<file path="src/rtl/pp_unlock_pkg.sv">
package pp_unlock_pkg;

   localparam int KEY_LEN  = 7;
   localparam int IDX_W    = $clog2(KEY_LEN + 1);
   localparam int STEP_HI  = KEY_LEN - 2;
   localparam int STEP_MID = KEY_LEN - 1;

   typedef enum logic [1:0] {
      PH_MATCH = 2'd0,
      PH_ARM   = 2'd1,
      PH_HIGH  = 2'd2
   } phase_t;

   function automatic logic [7:0] key_byte(input logic [IDX_W-1:0] i);
      logic [7:0] v;
      case (i)
         3'd0:    v = 8'hFE;
         3'd1:    v = 8'hAA;
         3'd2:    v = 8'h55;
         3'd3:    v = 8'h00;
         3'd4:    v = 8'hFF;
         3'd5:    v = 8'h87;
         3'd6:    v = 8'h78;
         default: v = 8'h00;
      endcase
      return v;
   endfunction

endpackage

</file>
<file path="src/rtl/pp_sync_bus.sv">
module pp_sync_bus #(
   parameter int          WIDTH  = 8,
   parameter int          STAGES = 2,
   parameter logic [WIDTH-1:0] RST_VAL = '0
) (
   input  logic             clk,
   input  logic             rst_n,
   input  logic [WIDTH-1:0] d_in,
   output logic [WIDTH-1:0] d_out
);

   if (STAGES < 2) begin : g_bad_stages
      $error("pp_sync_bus: STAGES must be at least 2");
   end
   if (WIDTH < 1) begin : g_bad_width
      $error("pp_sync_bus: WIDTH must be positive");
   end

   logic [WIDTH-1:0] chain [STAGES];

   for (genvar s = 0; s < STAGES; s++) begin : g_stage
      if (s == 0) begin : g_first
         always_ff @(posedge clk or negedge rst_n) begin
            if (!rst_n) chain[s] <= RST_VAL;
            else        chain[s] <= d_in;
         end
      end else begin : g_next
         always_ff @(posedge clk or negedge rst_n) begin
            if (!rst_n) chain[s] <= RST_VAL;
            else        chain[s] <= chain[s-1];
         end
      end
   end

   assign d_out = chain[STAGES-1];

endmodule

</file>
<file path="src/rtl/pp_change_det.sv">
module pp_change_det #(
   parameter int               WIDTH   = 8,
   parameter logic [WIDTH-1:0] RST_VAL = '0
) (
   input  logic             clk,
   input  logic             rst_n,
   input  logic [WIDTH-1:0] cur,
   output logic             changed
);

   logic [WIDTH-1:0] prev_q;

   always_ff @(posedge clk or negedge rst_n) begin
      if (!rst_n) prev_q <= RST_VAL;
      else        prev_q <= cur;
   end

   assign changed = (cur != prev_q);

endmodule

</file>
<file path="src/rtl/pp_unlock_fsm.sv">
module pp_unlock_fsm
   import pp_unlock_pkg::*;
#(
   parameter int         CTRL_W   = 4,
   parameter logic [7:0] CMD_ATT  = 8'h20,
   parameter logic [7:0] CMD_DET  = 8'h30,
   parameter logic [CTRL_W-1:0] STB_LO = 4'd4,
   parameter logic [CTRL_W-1:0] STB_HI = 4'd5
) (
   input  logic              clk,
   input  logic              rst_n,
   input  logic              byte_ev,
   input  logic [7:0]        byte_val,
   input  logic              ctrl_ev,
   input  logic [CTRL_W-1:0] ctrl_val,
   output phase_t            phase,
   output logic [IDX_W-1:0]  idx,
   output logic              attached,
   output logic [7:0]        cmd
);

   if (CMD_ATT == CMD_DET) begin : g_bad_cmd
      $error("pp_unlock_fsm: connect and disconnect codes must differ");
   end
   if (STB_LO == STB_HI) begin : g_bad_stb
      $error("pp_unlock_fsm: strobe levels must differ");
   end

   phase_t           phase_q, phase_n;
   logic [IDX_W-1:0] idx_q, idx_n;
   logic [7:0]       cand_q, cand_n;
   logic [7:0]       cmd_q, cmd_n;
   logic             att_q, att_n;
   logic             key_done;
   logic             key_hit;
   logic             is_first;

   assign key_done = (phase_q == PH_MATCH) && (idx_q == IDX_W'(KEY_LEN));
   assign key_hit  = (phase_q == PH_MATCH) && (idx_q <  IDX_W'(KEY_LEN))
                     && (byte_val == key_byte(idx_q));
   assign is_first = (byte_val == key_byte('0));

   always_comb begin
      phase_n = phase_q;
      idx_n   = idx_q;
      cand_n  = cand_q;
      cmd_n   = cmd_q;
      att_n   = att_q;
      if (byte_ev) begin
         if (key_done) begin
            cand_n  = byte_val;
            phase_n = PH_ARM;
            idx_n   = '0;
         end else if (key_hit) begin
            idx_n = idx_q + 1'b1;
         end else begin
            phase_n = PH_MATCH;
            idx_n   = is_first ? IDX_W'(1) : '0;
         end
      end else if (ctrl_ev) begin
         case (phase_q)
            PH_ARM: begin
               if (ctrl_val == STB_HI) begin
                  phase_n = PH_HIGH;
               end else if (ctrl_val != STB_LO) begin
                  phase_n = PH_MATCH;
                  idx_n   = '0;
               end
            end
            PH_HIGH: begin
               phase_n = PH_MATCH;
               idx_n   = '0;
               if (ctrl_val == STB_LO) begin
                  cmd_n = cand_q;
                  if (cand_q == CMD_ATT)      att_n = 1'b1;
                  else if (cand_q == CMD_DET) att_n = 1'b0;
               end
            end
            default: ;
         endcase
      end
   end

   always_ff @(posedge clk or negedge rst_n) begin
      if (!rst_n) begin
         phase_q <= PH_MATCH;
         idx_q   <= '0;
         cand_q  <= '0;
         cmd_q   <= '0;
         att_q   <= 1'b0;
      end else begin
         phase_q <= phase_n;
         idx_q   <= idx_n;
         cand_q  <= cand_n;
         cmd_q   <= cmd_n;
         att_q   <= att_n;
      end
   end

   assign phase    = phase_q;
   assign idx      = idx_q;
   assign attached = att_q;
   assign cmd      = cmd_q;

endmodule

</file>
<file path="src/rtl/pp_status_mux.sv">
module pp_status_mux
   import pp_unlock_pkg::*;
#(
   parameter int          ID_W    = 12,
   parameter logic [ID_W-1:0] ID_CODE = 12'hB5F,
   parameter logic [3:0]  NEUTRAL = 4'h0
) (
   input  phase_t           phase,
   input  logic [IDX_W-1:0] idx,
   output logic [3:0]       nib
);

   localparam int NIBS = ID_W / 4;

   if (ID_W != 12) begin : g_bad_id
      $error("pp_status_mux: identification code must be three nibbles");
   end

   logic [3:0] part [NIBS];

   for (genvar k = 0; k < NIBS; k++) begin : g_part
      assign part[k] = ID_CODE[ID_W-1-4*k -: 4];
   end

   always_comb begin
      nib = NEUTRAL;
      if (phase == PH_HIGH)
         nib = part[2];
      else if (phase == PH_MATCH && idx == IDX_W'(STEP_HI))
         nib = part[0];
      else if (phase == PH_MATCH && idx == IDX_W'(STEP_MID))
         nib = part[1];
   end

endmodule

</file>
<file path="src/rtl/pp_unlock_detect.sv">
module pp_unlock_detect
   import pp_unlock_pkg::*;
#(
   parameter int         DATA_W      = 8,
   parameter int         CTRL_W      = 4,
   parameter int         SYNC_STAGES = 2,
   parameter int         ID_W        = 12,
   parameter logic [ID_W-1:0] ID_CODE = 12'hB5F,
   parameter logic [7:0] CMD_ATT     = 8'h20,
   parameter logic [7:0] CMD_DET     = 8'h30
) (
   input  logic              clk,
   input  logic              rst_n,
   input  logic [DATA_W-1:0] pdata,
   input  logic [CTRL_W-1:0] pctrl,
   output logic [3:0]        status_nib,
   output logic              connected,
   output logic [7:0]        last_cmd
);

   if (DATA_W != 8) begin : g_bad_data
      $error("pp_unlock_detect: data path must be one byte");
   end
   if (CTRL_W != 4) begin : g_bad_ctrl
      $error("pp_unlock_detect: control path must be one nibble");
   end

   logic [DATA_W-1:0] data_s;
   logic [CTRL_W-1:0] ctrl_s;
   logic              data_chg;
   logic              ctrl_chg;
   phase_t            phase;
   logic [IDX_W-1:0]  idx;

   pp_sync_bus #(.WIDTH(DATA_W), .STAGES(SYNC_STAGES), .RST_VAL('0)) u_sync_data (
      .clk(clk), .rst_n(rst_n), .d_in(pdata), .d_out(data_s)
   );

   pp_sync_bus #(.WIDTH(CTRL_W), .STAGES(SYNC_STAGES), .RST_VAL('0)) u_sync_ctrl (
      .clk(clk), .rst_n(rst_n), .d_in(pctrl), .d_out(ctrl_s)
   );

   pp_change_det #(.WIDTH(DATA_W), .RST_VAL('0)) u_chg_data (
      .clk(clk), .rst_n(rst_n), .cur(data_s), .changed(data_chg)
   );

   pp_change_det #(.WIDTH(CTRL_W), .RST_VAL('0)) u_chg_ctrl (
      .clk(clk), .rst_n(rst_n), .cur(ctrl_s), .changed(ctrl_chg)
   );

   pp_unlock_fsm #(
      .CTRL_W(CTRL_W), .CMD_ATT(CMD_ATT), .CMD_DET(CMD_DET),
      .STB_LO(4'd4), .STB_HI(4'd5)
   ) u_fsm (
      .clk(clk), .rst_n(rst_n),
      .byte_ev(data_chg), .byte_val(data_s),
      .ctrl_ev(ctrl_chg), .ctrl_val(ctrl_s),
      .phase(phase), .idx(idx),
      .attached(connected), .cmd(last_cmd)
   );

   pp_status_mux #(.ID_W(ID_W), .ID_CODE(ID_CODE), .NEUTRAL(4'h0)) u_status (
      .phase(phase), .idx(idx), .nib(status_nib)
   );

endmodule

</file>
<file path="config.mk">
export PLATFORM = sky130hd
export DESIGN_NAME = pp_unlock_detect
export DESIGN_NICKNAME = d
export VERILOG_FILES = /design/src/rtl/pp_unlock_pkg.sv /design/src/rtl/pp_sync_bus.sv /design/src/rtl/pp_change_det.sv /design/src/rtl/pp_unlock_fsm.sv /design/src/rtl/pp_status_mux.sv /design/src/rtl/pp_unlock_detect.sv
export SDC_FILE = /design/constraint.sdc
export NUM_CORES = 1
export LEC_CHECK = 0
export ABC_CLOCK_PERIOD_IN_PS = 3000
export BUFFER_PORTS_ARGS = -buffer_cell sky130_fd_sc_hd__buf_4
export CORE_ASPECT_RATIO = 1.2
export CORE_UTILIZATION = 40
export CTS_CLUSTER_DIAMETER = 100
export DETAILED_ROUTE_END_ITERATION = 12
export PLACE_DENSITY = 0.67
export SYNTH_ARGS = -nofsm -noshare
export SYNTH_HDL_FRONTEND = slang
export SYNTH_SLANG_ARGS = --single-unit
</file>
<file path="constraint.sdc">
create_clock -name clk -period 3 [get_ports clk]
set_input_delay 0.6 -clock clk [delete_from_list [all_inputs] [get_ports clk]]
set_output_delay 0.6 -clock clk [all_outputs]
set_load 0.02 [all_outputs]
</file>
# Yosys cells after proc, flatten, opt, wreduce, memory -nomap -nowiden
# Cells that the tools add are included.
# Widths: inputs -> output; s select.
[word_totals] reg_bits=58 inputBits=14 output_inout_bits=13
[op_classes] n_lt_le_gt_ge=1 n_mux=21 n_bitwise=1 add_sub_neg=1 n_eq_ne=21 reduce_logical=15
[ops] op="$pmux 8 s6" count=1
[ops] op="$mux 3" count=7
[ops] op="$eq 8x6->1 const B" count=2
[ops] op="$eq 3x3->1 const B" count=4
[ops] op="$mux 2" count=6
[ops] op="$reduce_and 4->1" count=3
[ops] op="$eq 4x3->1 const B" count=2
[ops] op="$eq 8x8->1" count=1
[ops] op="$eq 8x8->1 const B" count=1
[ops] op="$mux 4" count=2
[ops] op="$ne 8x8->1" count=1
[ops] op="$ne 3x2->1 const B" count=2
[ops] op="$pmux 3 s2" count=1
[ops] op="$logic_and 1x1->1" count=5
[ops] op="$reduce_and 5->1" count=1
[ops] op="$ne 4x2->1 const B" count=1
[ops] op="$ne 4x3->1 const B" count=1
[ops] op="$ne 4x4->1" count=1
[ops] op="$pmux 2 s2" count=1
[ops] op="$reduce_bool 2->1" count=2
[ops] op="$add 3x1->3 const B" count=1
[ops] op="$eq 3x1->1 const B" count=1
[ops] op="$eq 3x2->1 const B" count=1
[ops] op="$logic_not 3->1" count=1
[ops] op="9 further kinds" count=11

# Longest topological paths before layout
[depth] word_depth=7 mapped_depth=8 ltp_nobuf=7

# Hierarchy
# Synthesis repeated with hierarchy kept, for this count alone.
[hier_totals] cells_unflattened=173 area_unflattened_um2=2377.3
[modules_own_cells] module="pp_unlock_fsm" cells_per_inst=100 area_per_inst_um2=1197.4 seq_area_each_um2=550.5 instances=1
[modules_own_cells] module="pp_sync_bus (u_sync_data)" cells_per_inst=24 area_per_inst_um2=460.4 seq_area_each_um2=400.4 instances=1
[modules_own_cells] module="pp_change_det (u_chg_data)" cells_per_inst=19 area_per_inst_um2=286.5 seq_area_each_um2=200.2 instances=1
[modules_own_cells] module="pp_sync_bus (u_sync_ctrl)" cells_per_inst=12 area_per_inst_um2=230.2 seq_area_each_um2=200.2 instances=1
[modules_own_cells] module="pp_change_det (u_chg_ctrl)" cells_per_inst=9 area_per_inst_um2=141.4 seq_area_each_um2=100.1 instances=1
[modules_own_cells] module="pp_status_mux" cells_per_inst=9 area_per_inst_um2=61.3 seq_area_each_um2=0.0 instances=1

# Least setup slack after synthesis
# OpenSTA, ideal clock, no wires.
[synth_path] path_type="register to output" start="reg u_fsm.idx_q[1], in the netlist u_fsm.idx[1]" end="out status_nib[3]" arrival_ns=1.421 stages_incl_launch_ff=7 setup_slack_ns=0.979 cell_sequence="dfrtp_1 > buf_2 > inv_1 > ha_1 > a21oi_1 > nor2_1 > buf_4"
[synth_between] elab_chain_cells=4
[synth_rtl] element="start, declared" line_no="pp_unlock_fsm.sv:30" text="logic [IDX_W-1:0] idx_q, idx_n;"
[synth_rtl] element="start signal, assigned" line_no="pp_unlock_fsm.sv:93" text="idx_q <= idx_n;"
[synth_rtl] element="$eq 3x3->1" line_no="pp_status_mux.sv:29" text="else if (phase == PH_MATCH && idx == IDX_W'(STEP_HI))"
[synth_rtl] element="$logic_and 1x1->1" line_no="pp_status_mux.sv:29"
[synth_rtl] element="$mux 4" line_no="pp_status_mux.sv:29"
[synth_rtl] element="$mux 4" line_no="pp_status_mux.sv:27" text="if (phase == PH_HIGH)"
[synth_rtl] element="end, declared" line_no="pp_unlock_detect.sv:16" text="output logic [3:0] status_nib,"
# Every way passes these cells.

# Worst setup path in the final report
[layout_path] start="reg u_fsm.idx_q[1], in the netlist u_fsm.idx[1]" end="out status_nib[2]"
[layout_between] elab_chain_cells=5
[layout_rtl] element="$eq 3x3->1" line_no="pp_status_mux.sv:31" text="else if (phase == PH_MATCH && idx == IDX_W'(STEP_MID))"
[layout_rtl] element="$logic_and 1x1->1" line_no="pp_status_mux.sv:31"
[layout_rtl] element="$mux 3" line_no="pp_status_mux.sv:31"
[layout_rtl] element="$mux 4 (*)" line_no="pp_status_mux.sv:29"
[layout_rtl] element="$mux 4 (*)" line_no="pp_status_mux.sv:27"
# Every way passes the cells marked *; elsewhere a longest branch is shown, timed or not.

==> run summary <==
outcome - complete, no violations
met3 routed WL - 140 um
ys flop type - dfrtp_1
max-cap viol count - 0
met2 WL - 1934 um
Syn Nets - 196
slowest CP cell - dfrtp_1
most common cell after layout, fill and taps aside - dfrtp_1
CP required - 2400 ps
# rows - 30
CP Capture Type - output port
CTS tree - done
fmax - 0.4175 GHz
distinct cell type count after synthesis - 44
HP Class - in -> async
root buf cell - clkbuf_8
vias per std cell - 5.024
CP Class - reg -> out
H-tree depth - 3
CTS Buf Count - 9
Iter 0 DRT Violations - 53
Worst-Skew Late Latency - 330 ps
number of synthesized register bits - 58
Initial Util - 41.58%
gr ovfl total - 0
uppermost layer routed - met4
port buffer count - 26
Final Skew - 10.61 ps
worst-path cell chain - inv_1 > ha_1 > nand3b_1 > a21oi_1 > buf_4
Max IR drop VDD - 333.9 uV
CP startpoint kind - flip-flop
Die Width - 72.30 um
Top delay family on crit path - flip-flops
hold_ws - 317.7 ps
register area share after synthesis - 61.18%
layout cells sized above 1 - 29.05%
FFs w/ async S/R, synth - 100.0%
full die area - 6244 sq um
Crit Path Max Fanout - 13
first-pass GRT wire length - 6472 um
Total Routing Usage GR - 14.32%
WP data arrival - 1800 ps
hold_buf cts - 0
post-CTS setup buffer count - 0
post-synthesis instance total - 176
CTS Sinks - 58
detailed-route DRC error count - 0
buffer depth of the longest clock path - 2
Routed Antenna Nets - 0
core footprint - 5705 sq um
YS warnings - 0
syn avg cell area - 13.48 sq um
Power per Cell Area - 588.3 nW/um^2
clock-pin transition on the worst setup and hold timing paths - 60 ps
setup repair after global routing missed its margin - false
EDFF count, synth - 0
fin crit share - 79.85%
Layout Nets - 225
Die Ht - 86.36 um
antenna diode count - 0
vias in the first global route - 1381
TritonRoute pass-1 iters - 4
Worst Tran Pin Value - 698.9 ps
Area Growth Syn to Fin - 19.09%
relative slew slack - 53.41%
I/O pin count - 27
WL per Instance - 13.43 um
DR vias - 1457
Mapped Area - 2372 sq um
min cycle time layout - 2395 ps
initial antenna violation count - 0
met1 wire length - 1734 um
Fin Setup TNS - 0 ps
Final Hold Fails - 0
Buf/Inv on CP - 2
Final Power - 0.001662 W
pin count of the biggest net entering global routing - 59
fin. max-slew vios - 0
Resize count post-CTS - 0
CP max stage delay - 590 ps
Pleak - 1.272 nW
Setup violations, final - 0
drt total wl - 3894 um
most frequent cells in the layout - 58 x dfrtp_1, 26 x buf_4, 16 x mux2_2, 12 x xnor2_1, 10 x clkbuf_8
hpwl dp - 2632 um
routability cong. - 0.8073
[cells in the mapped netlist (3+ instances only)]
cell type   n  area, sq um
a21oi_1     4        20.02
and4_1      3        26.28
buf_2       4        20.02
buf_6       3        33.78
dfrtp_1    58         1451
ha_1        6        75.07
inv_1       6        22.52
mux2_2     16        180.2
nand2_1     6        22.52
nand4_1     3        18.77
nor2_1      6        22.52
nor2b_1     3        18.77
o21ai_0     6        30.03
xnor2_1    12        105.1
[metal layers]
metal | GRT usage (%) | vias to the layer above
li1 | - | 684
met1 | 17.25 | 742
met2 | 22.09 | 24
met3 | 4.651 | 7
met4 | 9.091 | 0
met5 | 0 | -
[kinds of logic (layout without fill, tap and decap cells)]
kind of cell,after synthesis,after routing,synth area share [%]
buf+inv,14,48,3.534
compound gates,26,26,7.807
flops,58,58,61.18
fa+ha+maj,6,6,3.164
mux,19,19,9.071
xor+xnor,12,12,4.430
simple gates,41,41,10.81
[worst register-to-register path, cell delays in order, from the launching register on]
cell	delay, ps
dfrtp_1	590
inv_1	150
ha_1	250
nor3b_1	300
or4_1	160
o2111ai_1	150
nor4_1	490
a22o_1	210
[power by group]
part	internal, W	switching, W
logic	0.0000282	0.0000307
clock network	0.000487	0.000289
registers	0.000807	0.0000199
total	0.00132	0.000340
[layout make-up]
cell class | instances | area [sq um]
inverters | 6 | 22.52
multi-input cells | 104 | 837.1
clock buffers | 11 | 141.4
fillers | 521 | 2880
repair buffers | 26 | 195.2
flip-flops and latches | 58 | 1451
clock inverters | 5 | 77.57
well taps | 80 | 100.1
[worst paths after layout]
| path | from | end | slack, ps | cells after the start |
|---|---|---|---|---|
| min in group clk | u_sync_data.chain[15] | u_sync_data.d_out[7] | 350 | 0 |
| max reg2reg | u_fsm.idx[1] | u_fsm.idx[1] | 640 | 7 |
| min reg2reg | u_sync_data.chain[15] | u_sync_data.d_out[7] | 350 | 0 |
| max in group asynchronous | rst_n | u_sync_data.d_out[4] | 2210 | 1 |
| max | u_fsm.idx[1] | status_nib[2] | 600 | 5 |
| min | rst_n | u_chg_ctrl.prev_q[1] | 320 | 1 |
[registers in the layout, summed over array words and instances (netlist names)]
name	count
u_chg_data.prev_q	8
u_fsm.cand_q	8
u_fsm.cmd	8
u_sync_data.chain	8
u_sync_data.d_out	8
u_chg_ctrl.prev_q	4
u_sync_ctrl.chain	4
u_sync_ctrl.d_out	4
u_fsm.idx	3
u_fsm.phase	2
u_fsm.attached	1
[stage by stage]
step	cell area [sq um]	std cells	setup slack [ps]	utilization (%)
floorplan	2372	176	978.7	-
global placement	2606	274	845.4	45.68
detailed placement	2606	274	677.7	45.68
CTS	2825	290	602.1	49.52
global route	2825	290	479.9	49.52
finish	2825	290	604.5	49.52
Power figures use the tool's default switching activity.
